`config.mk`:
```
export PLATFORM = sky130hd
export DESIGN_NAME = dial_memory_ctrl
export DESIGN_NICKNAME = d
export VERILOG_FILES = /design/src/rtl/dial_memory_pkg.sv /design/src/rtl/dial_memory_datapath.sv /design/src/rtl/dial_memory_control.sv /design/src/rtl/dial_memory_ctrl.sv
export SDC_FILE = /design/constraint.sdc
export NUM_CORES = 1
export LEC_CHECK = 0
export BUFFER_PORTS_ARGS = -buffer_cell sky130_fd_sc_hd__buf_2
export CORE_ASPECT_RATIO = 1.25
export CORE_UTILIZATION = 50
export CTS_CLUSTER_DIAMETER = 200
export DETAILED_ROUTE_END_ITERATION = 7
export PLACE_DENSITY_LB_ADDON = 0.12
export SETUP_SLACK_MARGIN = 0.3
export SLEW_MARGIN = 20
export SYNTH_ARGS = -nofsm -noshare
export SYNTH_HDL_FRONTEND = slang
export SYNTH_SLANG_ARGS = --single-unit
```
`constraint.sdc`:
```
create_clock -name clk -period 11.1 [get_ports clk]
set_clock_uncertainty 0.15 [all_clocks]
set_input_delay 0 -clock clk [delete_from_list [all_inputs] [get_ports clk]]
set_output_delay 0 -clock clk [all_outputs]
set_load 0.05 [all_outputs]
```
`src/rtl/dial_memory_pkg.sv`:
```
package dial_memory_pkg;

  localparam int KEY_W = 5;
  localparam int SYM_W = 4;

  // key codes from the keypad decoder
  localparam logic [KEY_W-1:0] KEY_HASH     = KEY_W'(11);
  localparam logic [KEY_W-1:0] KEY_RP_SHORT = KEY_W'(12);
  localparam logic [KEY_W-1:0] KEY_RP_LONG  = KEY_W'(13);
  localparam logic [KEY_W-1:0] KEY_FLASH    = KEY_W'(14);
  localparam logic [KEY_W-1:0] KEY_SAVE     = KEY_W'(15);
  localparam logic [KEY_W-1:0] KEY_REDIAL   = KEY_W'(16);
  localparam logic [KEY_W-1:0] KEY_RECALL   = KEY_W'(17);

  // symbols towards the dialer
  localparam logic [SYM_W-1:0] SYM_PAUSE = SYM_W'(12);
  localparam logic [SYM_W-1:0] SYM_BREAK = SYM_W'(14);
  localparam logic [SYM_W-1:0] SYM_FLASH = SYM_W'(15);

  typedef enum logic {ST_IDLE, ST_PLAY} ctl_state_e;

  // strobes from control to datapath
  typedef struct packed {
    logic             recStrobe;
    logic             recFresh;
    logic [SYM_W-1:0] recCode;
    logic             emitStrobe;
    logic [SYM_W-1:0] emitCode;
    logic             copyStrobe;
    logic             playStart;
    logic             playSrcSave;
    logic             playBreak;
    logic             playStep;
    logic             outFlush;
  } dm_ctl_t;

  // status from datapath to control
  typedef struct packed {
    logic slotFree;
    logic playMore;
    logic redEmpty;
    logic redOvf;
    logic saveEmpty;
  } dm_stat_t;

endpackage

```
`src/rtl/dial_memory_datapath.sv`:
```
module dial_memory_datapath
  import dial_memory_pkg::*;
#(
  parameter int DEPTH = 32
) (
  input  logic             clk,
  input  logic             rstN,
  input  dm_ctl_t          ctl,
  input  logic             symReady,
  output dm_stat_t         stat,
  output logic             symValid,
  output logic [SYM_W-1:0] symCode
);

  localparam int IDX_W = $clog2(DEPTH);
  localparam int LEN_W = $clog2(DEPTH + 1);
  localparam logic [LEN_W-1:0] FULL = LEN_W'(DEPTH);

  logic [SYM_W-1:0] redMem  [DEPTH];
  logic [SYM_W-1:0] saveMem [DEPTH];
  logic [LEN_W-1:0] redLen, saveLen, playIdx, srcLen;
  logic             redOvf, playSave;
  logic             fire;
  logic [SYM_W-1:0] srcSym;
  logic             redWe;
  logic [IDX_W-1:0] redWa;
  logic [SYM_W-1:0] redWd;

  assign fire   = symValid && symReady;
  assign srcLen = playSave ? saveLen : redLen;
  assign srcSym = playSave ? saveMem[playIdx[IDX_W-1:0]] : redMem[playIdx[IDX_W-1:0]];

  assign stat.slotFree  = !symValid || fire;
  assign stat.playMore  = playIdx < srcLen;
  assign stat.redEmpty  = (redLen == '0);
  assign stat.redOvf    = redOvf;
  assign stat.saveEmpty = (saveLen == '0);

  // redial memory write port: live recording or rewrite during recall
  always_comb begin
    redWe = 1'b0;
    redWa = '0;
    redWd = ctl.recCode;
    if (ctl.recStrobe) begin
      if (ctl.recFresh) begin
        redWe = 1'b1;
      end else if (redLen < FULL) begin
        redWe = 1'b1;
        redWa = redLen[IDX_W-1:0];
      end
    end else if (ctl.playStep && playSave) begin
      redWe = 1'b1;
      redWa = playIdx[IDX_W-1:0];
      redWd = srcSym;
    end
  end

  always_ff @(posedge clk) begin
    for (int i = 0; i < DEPTH; i++) begin
      if (!rstN) begin
        redMem[i]  <= '0;
        saveMem[i] <= '0;
      end else begin
        if (redWe && redWa == IDX_W'(i)) redMem[i] <= redWd;
        if (ctl.copyStrobe) saveMem[i] <= redMem[i];
      end
    end
  end

  always_ff @(posedge clk) begin
    if (!rstN) begin
      redLen  <= '0;
      redOvf  <= 1'b0;
      saveLen <= '0;
    end else begin
      if (ctl.recStrobe) begin
        if (ctl.recFresh) begin
          redLen <= LEN_W'(1);
          redOvf <= 1'b0;
        end else if (redLen < FULL) begin
          redLen <= redLen + 1'b1;
        end else begin
          redOvf <= 1'b1;
        end
      end else if (ctl.playStart && ctl.playSrcSave) begin
        redLen <= '0;
        redOvf <= 1'b0;
      end else if (ctl.playStep && playSave) begin
        redLen <= playIdx + 1'b1;
      end
      if (ctl.copyStrobe) saveLen <= redLen;
    end
  end

  always_ff @(posedge clk) begin
    if (!rstN) begin
      playIdx  <= '0;
      playSave <= 1'b0;
    end else if (ctl.playStart) begin
      playIdx  <= '0;
      playSave <= ctl.playSrcSave;
    end else if (ctl.playStep) begin
      playIdx  <= playIdx + 1'b1;
    end
  end

  // output symbol register
  always_ff @(posedge clk) begin
    if (!rstN) begin
      symValid <= 1'b0;
      symCode  <= '0;
    end else if (ctl.outFlush) begin
      symValid <= 1'b0;
    end else if (ctl.emitStrobe) begin
      symValid <= 1'b1;
      symCode  <= ctl.emitCode;
    end else if (ctl.playStart && ctl.playBreak) begin
      symValid <= 1'b1;
      symCode  <= SYM_BREAK;
    end else if (ctl.playStep) begin
      symValid <= 1'b1;
      symCode  <= srcSym;
    end else if (fire) begin
      symValid <= 1'b0;
    end
  end

  AST_OVF_AT_FULL: assert property (@(posedge clk) disable iff (!rstN)
    redOvf |-> redLen == FULL);
  AST_LEN_BOUND: assert property (@(posedge clk) disable iff (!rstN)
    (redLen <= FULL) && (saveLen <= FULL));
  AST_HOLD_PENDING: assert property (@(posedge clk) disable iff (!rstN)
    (symValid && !symReady && !ctl.outFlush) |=> (symValid && $stable(symCode)));
  AST_STORE_CODE: assert property (@(posedge clk) disable iff (!rstN)
    ctl.recStrobe |-> (ctl.recCode <= SYM_PAUSE));

endmodule

```
`src/rtl/dial_memory_control.sv`:
```
module dial_memory_control
  import dial_memory_pkg::*;
(
  input  logic             clk,
  input  logic             rstN,
  input  logic             offHook,
  input  logic             keyValid,
  input  logic [KEY_W-1:0] keyCode,
  input  logic             dialDone,
  input  dm_stat_t         stat,
  output dm_ctl_t          ctl
);

  ctl_state_e state, nextState;
  logic       firstKey, nextFirst;
  logic       keyTake, redOk;

  assign keyTake = keyValid && offHook && (state == ST_IDLE) && stat.slotFree;
  assign redOk   = !stat.redEmpty && !stat.redOvf;

  always_comb begin
    ctl          = '0;
    ctl.outFlush = !offHook;
    nextState    = state;
    nextFirst    = firstKey;
    if (!offHook) begin
      nextState = ST_IDLE;
      nextFirst = 1'b1;
    end else if (state == ST_PLAY) begin
      if (stat.slotFree) begin
        if (stat.playMore) ctl.playStep = 1'b1;
        else               nextState    = ST_IDLE;
      end
    end else if (keyTake) begin
      if (keyCode <= KEY_HASH) begin
        ctl.recStrobe  = 1'b1;
        ctl.recFresh   = firstKey;
        ctl.recCode    = keyCode[SYM_W-1:0];
        ctl.emitStrobe = 1'b1;
        ctl.emitCode   = keyCode[SYM_W-1:0];
        nextFirst      = 1'b0;
      end else if (keyCode == KEY_RP_SHORT || keyCode == KEY_RP_LONG) begin
        if (firstKey) begin
          if (redOk) begin
            ctl.playStart = 1'b1;
            nextState     = ST_PLAY;
            nextFirst     = 1'b0;
          end
        end else begin
          ctl.recStrobe  = 1'b1;
          ctl.recCode    = SYM_PAUSE;
          ctl.emitStrobe = 1'b1;
          ctl.emitCode   = keyCode[SYM_W-1:0];
        end
      end else if (keyCode == KEY_FLASH) begin
        ctl.emitStrobe = 1'b1;
        ctl.emitCode   = SYM_FLASH;
      end else if (keyCode == KEY_SAVE) begin
        ctl.copyStrobe = dialDone && redOk;
      end else if (keyCode == KEY_REDIAL) begin
        if (dialDone && redOk) begin
          ctl.playStart = 1'b1;
          ctl.playBreak = !firstKey;
          nextState     = ST_PLAY;
          nextFirst     = 1'b0;
        end
      end else if (keyCode == KEY_RECALL) begin
        if (!stat.saveEmpty) begin
          ctl.playStart   = 1'b1;
          ctl.playSrcSave = 1'b1;
          nextState       = ST_PLAY;
          nextFirst       = 1'b0;
        end
      end
    end
  end

  always_ff @(posedge clk) begin
    if (!rstN) begin
      state    <= ST_IDLE;
      firstKey <= 1'b1;
    end else begin
      state    <= nextState;
      firstKey <= nextFirst;
    end
  end

  AST_ONHOOK_REARM: assert property (@(posedge clk) disable iff (!rstN)
    !offHook |=> (firstKey && state == ST_IDLE));

endmodule

```
`src/rtl/dial_memory_ctrl.sv`:
```
module dial_memory_ctrl
  import dial_memory_pkg::*;
#(
  parameter int DEPTH = 32
) (
  input  logic             clk,
  input  logic             rstN,
  input  logic             offHook,
  input  logic             keyValid,
  input  logic [KEY_W-1:0] keyCode,
  input  logic             dialDone,
  input  logic             symReady,
  output logic             symValid,
  output logic [SYM_W-1:0] symCode
);

  dm_ctl_t  ctl;
  dm_stat_t stat;

  dial_memory_control u_control (
    .clk      (clk),
    .rstN     (rstN),
    .offHook  (offHook),
    .keyValid (keyValid),
    .keyCode  (keyCode),
    .dialDone (dialDone),
    .stat     (stat),
    .ctl      (ctl)
  );

  dial_memory_datapath #(.DEPTH(DEPTH)) u_datapath (
    .clk      (clk),
    .rstN     (rstN),
    .ctl      (ctl),
    .symReady (symReady),
    .stat     (stat),
    .symValid (symValid),
    .symCode  (symCode)
  );

  AST_ONHOOK_SILENT: assert property (@(posedge clk) disable iff (!rstN)
    !offHook |=> !symValid);

endmodule

```
* After elaboration in Yosys (flattened, before gate mapping) *
Memory sizes are Yosys's and may differ from the RTL's. A register that Yosys moved wholly into a read port is not among the register bits.
Index checks and enable logic that the tools add are counted.

storage, ports and cells
  register bits after elaboration = 27
  bits in writable memories = 256
  memories = 2

memories
  name                words  bits a word  rd ports  clocked after Yosys merged registers in  wr ports  RTL line                    source
  u_datapath.redMem   32     4            33        1                                        32        dial_memory_datapath.sv:19  logic [SYM_W-1:0] redMem [DEPTH];
  u_datapath.saveMem  32     4            1         1                                        32        dial_memory_datapath.sv:20  logic [SYM_W-1:0] saveMem [DEPTH];

operators by class
  $add $sub $neg = 2
  order comparisons = 3
  equal/unequal tests = 43
  multiplexer cells = 247
  bitwise logic cells = 66
  reductions and logical operators = 61

operator list
  cell                                                                   number
  4-bit two-way mux                                                      73
  1-bit two-way mux                                                      149
  5-bit equality test, second input constant                             18
  1-bit OR                                                               64
  5-bit by 4-bit equality test with 1-bit output, second input constant  12
  5-bit two-way mux                                                      10
  1-bit logical AND                                                      41
  6-bit two-way mux                                                      6
  15-bit two-way mux                                                     2
  5-bit by 3-bit equality test with 1-bit output, second input constant  4
  9-bit two-way mux                                                      2
  16-bit two-way mux                                                     1
  6-bit by 1-bit adder with 6-bit output, second input constant          2
  6-bit zero test                                                        2
  5-bit by 2-bit equality test with 1-bit output, second input constant  2
  2-bit AND reduction                                                    4
  4-bit nonzero test                                                     2
  7-bit AND reduction                                                    1
  6-bit less-than comparator                                             1
  6-bit less-than comparator, second input constant                      1
  2-bit two-way mux                                                      3
  3-bit by 1-bit != test with 1-bit output, second input constant        2
  3-bit nonzero test                                                     2
  5-bit by 1-bit equality test with 1-bit output, second input constant  1
  12 further kinds                                                       17

* Logic depth before layout (Yosys ltp) *
  depth after elaboration = 22
  depth in mapped cells = 11
  gate-level depth less buffers = 8

* Modules after synthesis *
Synthesis repeated with hierarchy kept, for this count alone.

second synthesis, totals
  cell total of the unflattened synthesis = 1096
  area total of the unflattened synthesis = 13912.1 µm²

by module, submodules not included
  module                times used  cells an instance  area an instance (µm²)
  dial_memory_datapath  1           1039               13540.5
  dial_memory_control   1           57                 371.6

* Worst setup path after synthesis *
No wires, ideal clock.

  path kind = register to register
  start = register u_datapath.symValid
  end = memory u_datapath.saveMem[0][0] (enable)
  library setup time = 0.792 ns
  data arrival time = 10.253 ns
  data required time = 10.158 ns
  slack = -0.094 ns
  stages on the path, launching flop included = 7
  buffers on the path = 2
  period minus slack after synthesis = 11.194 ns
  cell sequence = dfxtp_1 -> nand2b_1 -> clkbuf_1 -> and3_1 -> clkbuf_1 -> nand3_1 -> o21ai_0

RTL lines
  element                 RTL line                     source
  from (decl)             dial_memory_datapath.sv:11   output logic symValid,
  from (signal assigned)  dial_memory_datapath.sv:110  symValid <= 1'b0;
  from (signal assigned)  dial_memory_datapath.sv:113  symValid <= 1'b0;
  from (signal assigned)  dial_memory_datapath.sv:115  symValid <= 1'b1;
  to (decl)               dial_memory_datapath.sv:20

==> impl_metrics.py <==
metrics = {
    "job": {
        "drv_cap": 0,
    },
    "timing": {
        "grt_setup_unrepaired": "false",
        "period_needed_ns": 4.15,
        "post-route-period-util_pct": 37.4,
        "transition_time_of_the_tightest_slew_check_pin_ns": 1.35,
        "setup_total_negative_slack_ns": 0,
        "hold_ws_ns": 0.253,
        "timing.final.max_slew_violations": 0,
        "slew_headroom_pct": 7.76,
        "maxClockFrequency_ghz": 0.241,
        "report.final.setup_viol": 0,
        "hold_violations": 0,
    },
    "detailed_routing": {
        "routedWlPerCell_um": 25.0,
        "wl_met3_um": 2470,
        "route.antenna.remaining_nets": 0,
        "remaining_drc_errors": 0,
        "top_layer_used": "met4",
        "drt_iter0_drc": 825,
        "drt-vias-per-instance": 6.36,
        "wl_met2_um": 18300,
        "detailed_route_wl_um": 36700,
        "detailedRoute.firstPassIterationCount": 6,
        "wirelength_met1_um": 14200,
        "route.vias.total": 9328,
    },
    "critical_path": {
        "worst_setup_path_startpoint": "u_datapath.playSave",
        "critPathCaptureType": "register",
        "timing.critical_path.arrival_ns": 4.17,
        "worst_path_max_delay_cell": "sky130_fd_sc_hd__dfxtp_1",
        "timing.rr.start": "u_datapath.playSave",
        "timing.critical_path.cells": "mux2i_1 > ha_1 > a211oi_1 > o21ba_2 > nand3_1 > o32ai_1 > buf_4 > nand2_1 > o21ai_0",
        "timing.critical_path.from_type": "register",
        "crit_fanout": 15,
        "worst_ep_required_time_ns": 11.12,
        "cpPeakStageDelay_ns": 0.83,
        "worst-setup-path-type": "reg -> reg",
    },
    "clock_network": {
        "clkLatencyLatePin_ns": 0.55,
        "cts_inserted_buffers": 28,
        "post-cts-setup-buffers": 0,
        "total_number_of_h_tree_levels": 1,
        "cts_tree": "built",
        "cts-root-to-sink-buffers": 3,
        "master_cell_of_the_clock_root_buffer": "sky130_fd_sc_hd__clkbuf_16",
        "clk_transition_reported_paths_ns": 0.07,
        "clock_sinks": 288,
    },
    "yosys": {
        "ys_types": 57,
        "postSynthRegisterBits": 288,
        "postSynthAreaPerCell_um2": 12.5,
        "ys_warn_count": 0,
        "synthFlopType": "sky130_fd_sc_hd__edfxtp_1",
        "seq_area_frac_synth_pct": 60.0,
        "synthesis.area_um2": 13900,
        "mappedNetlistNets": 1128,
        "synth_edf_count": 256,
        "postSynthCellCount": 1109,
        "async_reset_ff_share_pct": 0,
    },
    "global_route": {
        "grt_start_max_net_pins": 117,
        "grt_usage_pct": 26.8,
        "grt_first_pass_wirelength_um": 56400,
        "via_count_of_the_first_global_routing_pass": 9225,
        "antenna_found_initial": 0,
        "overflow": 0,
    },
    "pwr": {
        "pwr_density_cell_nw_per_um2": 147,
        "p_leak_nw": 5.47,
        "ir_drop_mv": 0.139,
    },
    "place": {
        "port_buffers": 15,
        "gpl.final_weighted_congestion": 0.933,
        "hpwl_um": 24900,
    },
    "finish": {
        "final_net_count": 1118,
        "antennaDiodeCount": 0,
        "area.growth.synth_to_final_pct": 10.0,
        "layout-drive-gt1-share_pct": 13.3,
        "fillerInstances": 2206,
    },
    "floorplan": {
        "die_width_um": 151,
        "fp.dieH_um": 188,
        "std_cell_rows": 67,
        "start_util_pct": 51.3,
        "core-area_um2": 27100,
        "die_outline_area_um2": 28500,
        "design.portCount": 16,
    },
    "run_status": {
        "outcome": "complete, no violations",
    },
    "min_path": {
        "hp-start": "offHook",
        "worstHoldPathType": "in -> reg",
    },
}
-- final timing paths --
| path | end | slack, ns | depth (start not counted) |
|---|---|---|---|
| min | u_datapath.symValid | 0.25 | 4 |
| max reg2reg | u_datapath.redMem[21][2] | 6.95 | 9 |
| min reg2reg | u_datapath.redOvf | 0.35 | 2 |
| max | u_datapath.redMem[21][2] | 6.95 | 9 |
-- registers in the layout, indices dropped and copies added (netlist names), 4 cells and up, named ones only --
| register | count |
|---|---|
| u_datapath.redMem | 128 |
| u_datapath.saveMem | 128 |
| u_datapath.redLen | 6 |
| u_datapath.saveLen | 6 |
| u_datapath.playIdx | 6 |
| u_datapath.symCode | 4 |
-- worst max-delay path: cells and delay by family (launching register included) --
kind	cells	cell delay, ns
and+or+nand+nor	2	0.40
buffers and inverters	1	0.26
adders and majority gates	1	0.27
DFF	1	0.83
muxes	1	0.27
AOI/OAI and AO/OA	4	1.59
-- Yosys cell counts, drive strengths merged (7+ instances only) --
cell | count | area, µm²
nand2 | 35 | 131
inv | 15 | 56.3
clkbuf | 66 | 248
and3 | 136 | 851
xnor2 | 9 | 78.8
mux4 | 48 | 1080
edfxtp | 256 | 7690
nor2 | 167 | 627
mux2 | 7 | 78.8
dfxtp | 32 | 641
o31ai | 18 | 135
a22oi | 14 | 105
mux2i | 57 | 571
o21ai | 40 | 200
ha | 8 | 100
nand4 | 19 | 119
nor3 | 7 | 35.0
nand3 | 42 | 210
a21oi | 17 | 88.8
buf | 28 | 155
-- through the flow --
| step | power [mW] | cells | setup slack [ns] | cell area, µm² | utilization [%] |
|---|---|---|---|---|---|
| 2_1_floorplan | 1.30 | 1109 | 3.36 | 13900 | - |
| 3_3_place_gp | 1.34 | 1397 | 6.99 | 14200 | 52.5 |
| 3_5_place_dp | 1.34 | 1398 | 6.91 | 14200 | 52.5 |
| 4_1_cts | 2.26 | 1466 | 6.90 | 15300 | 56.4 |
| 5_1_grt | 2.31 | 1466 | 6.68 | 15300 | 56.4 |
| 6_report | 2.25 | 1466 | 6.95 | 15300 | 56.4 |
-- layout make-up --
class | instances | area [µm²] | area share (%)
flip-flops and latches | 288 | 8330 | 54.5
clock buffers | 41 | 833 | 5.45
inverters | 15 | 56.3 | 0.368
multi-input cells | 712 | 5150 | 33.7
well taps | 345 | 432 | 2.82
clock inverters | 11 | 65.1 | 0.426
repair buffers | 54 | 410 | 2.69
-- cells by family after synthesis --
logic type / share of synthesized area [%]
fa+ha+maj: 0.721
buf+inv: 3.31
mux: 12.5
simple gates: 15.3
compound gates: 7.66
flops: 60.0
xor+xnor: 0.567
-- what timing repair did --
item / 4_1_cts / 5_1_grt
hold endpoints to repair: 17 / 0
hold buffers: 16 / 0
gates resized for setup: 0 / 0
-- placed cells by master (no fill, tap or decap), drive strengths merged, types with 14 or more instances in the layout --
cell,n
edfxtp,256
nor2,167
and3,136
mux2i,57
mux4,48
nand3,42
clkbuf,41
o21ai,40
buf,38
nand2,35
dfxtp,32
nand4,19
o31ai,18
a21oi,17
inv,17
dlygate4sd3,16
a22oi,14
-- power breakdown --
group / internal, mW / switching [mW] / total (mW)
logic: 0.0273 / 0.0649 / 0.0922
registers: 1.21 / 0.0164 / 1.23
clock network: 0.523 / 0.406 / 0.929
-- per-layer routing --
| layer | up-vias | GRT usage [%] |
|---|---|---|
| li1 | 4231 | - |
| met1 | 4608 | 34.7 |
| met2 | 401 | 45.1 |
| met3 | 88 | 3.10 |
| met4 | 0 | 12.1 |
| met5 | - | 0 |
Note: power is estimated with default switching activity, not from simulation.
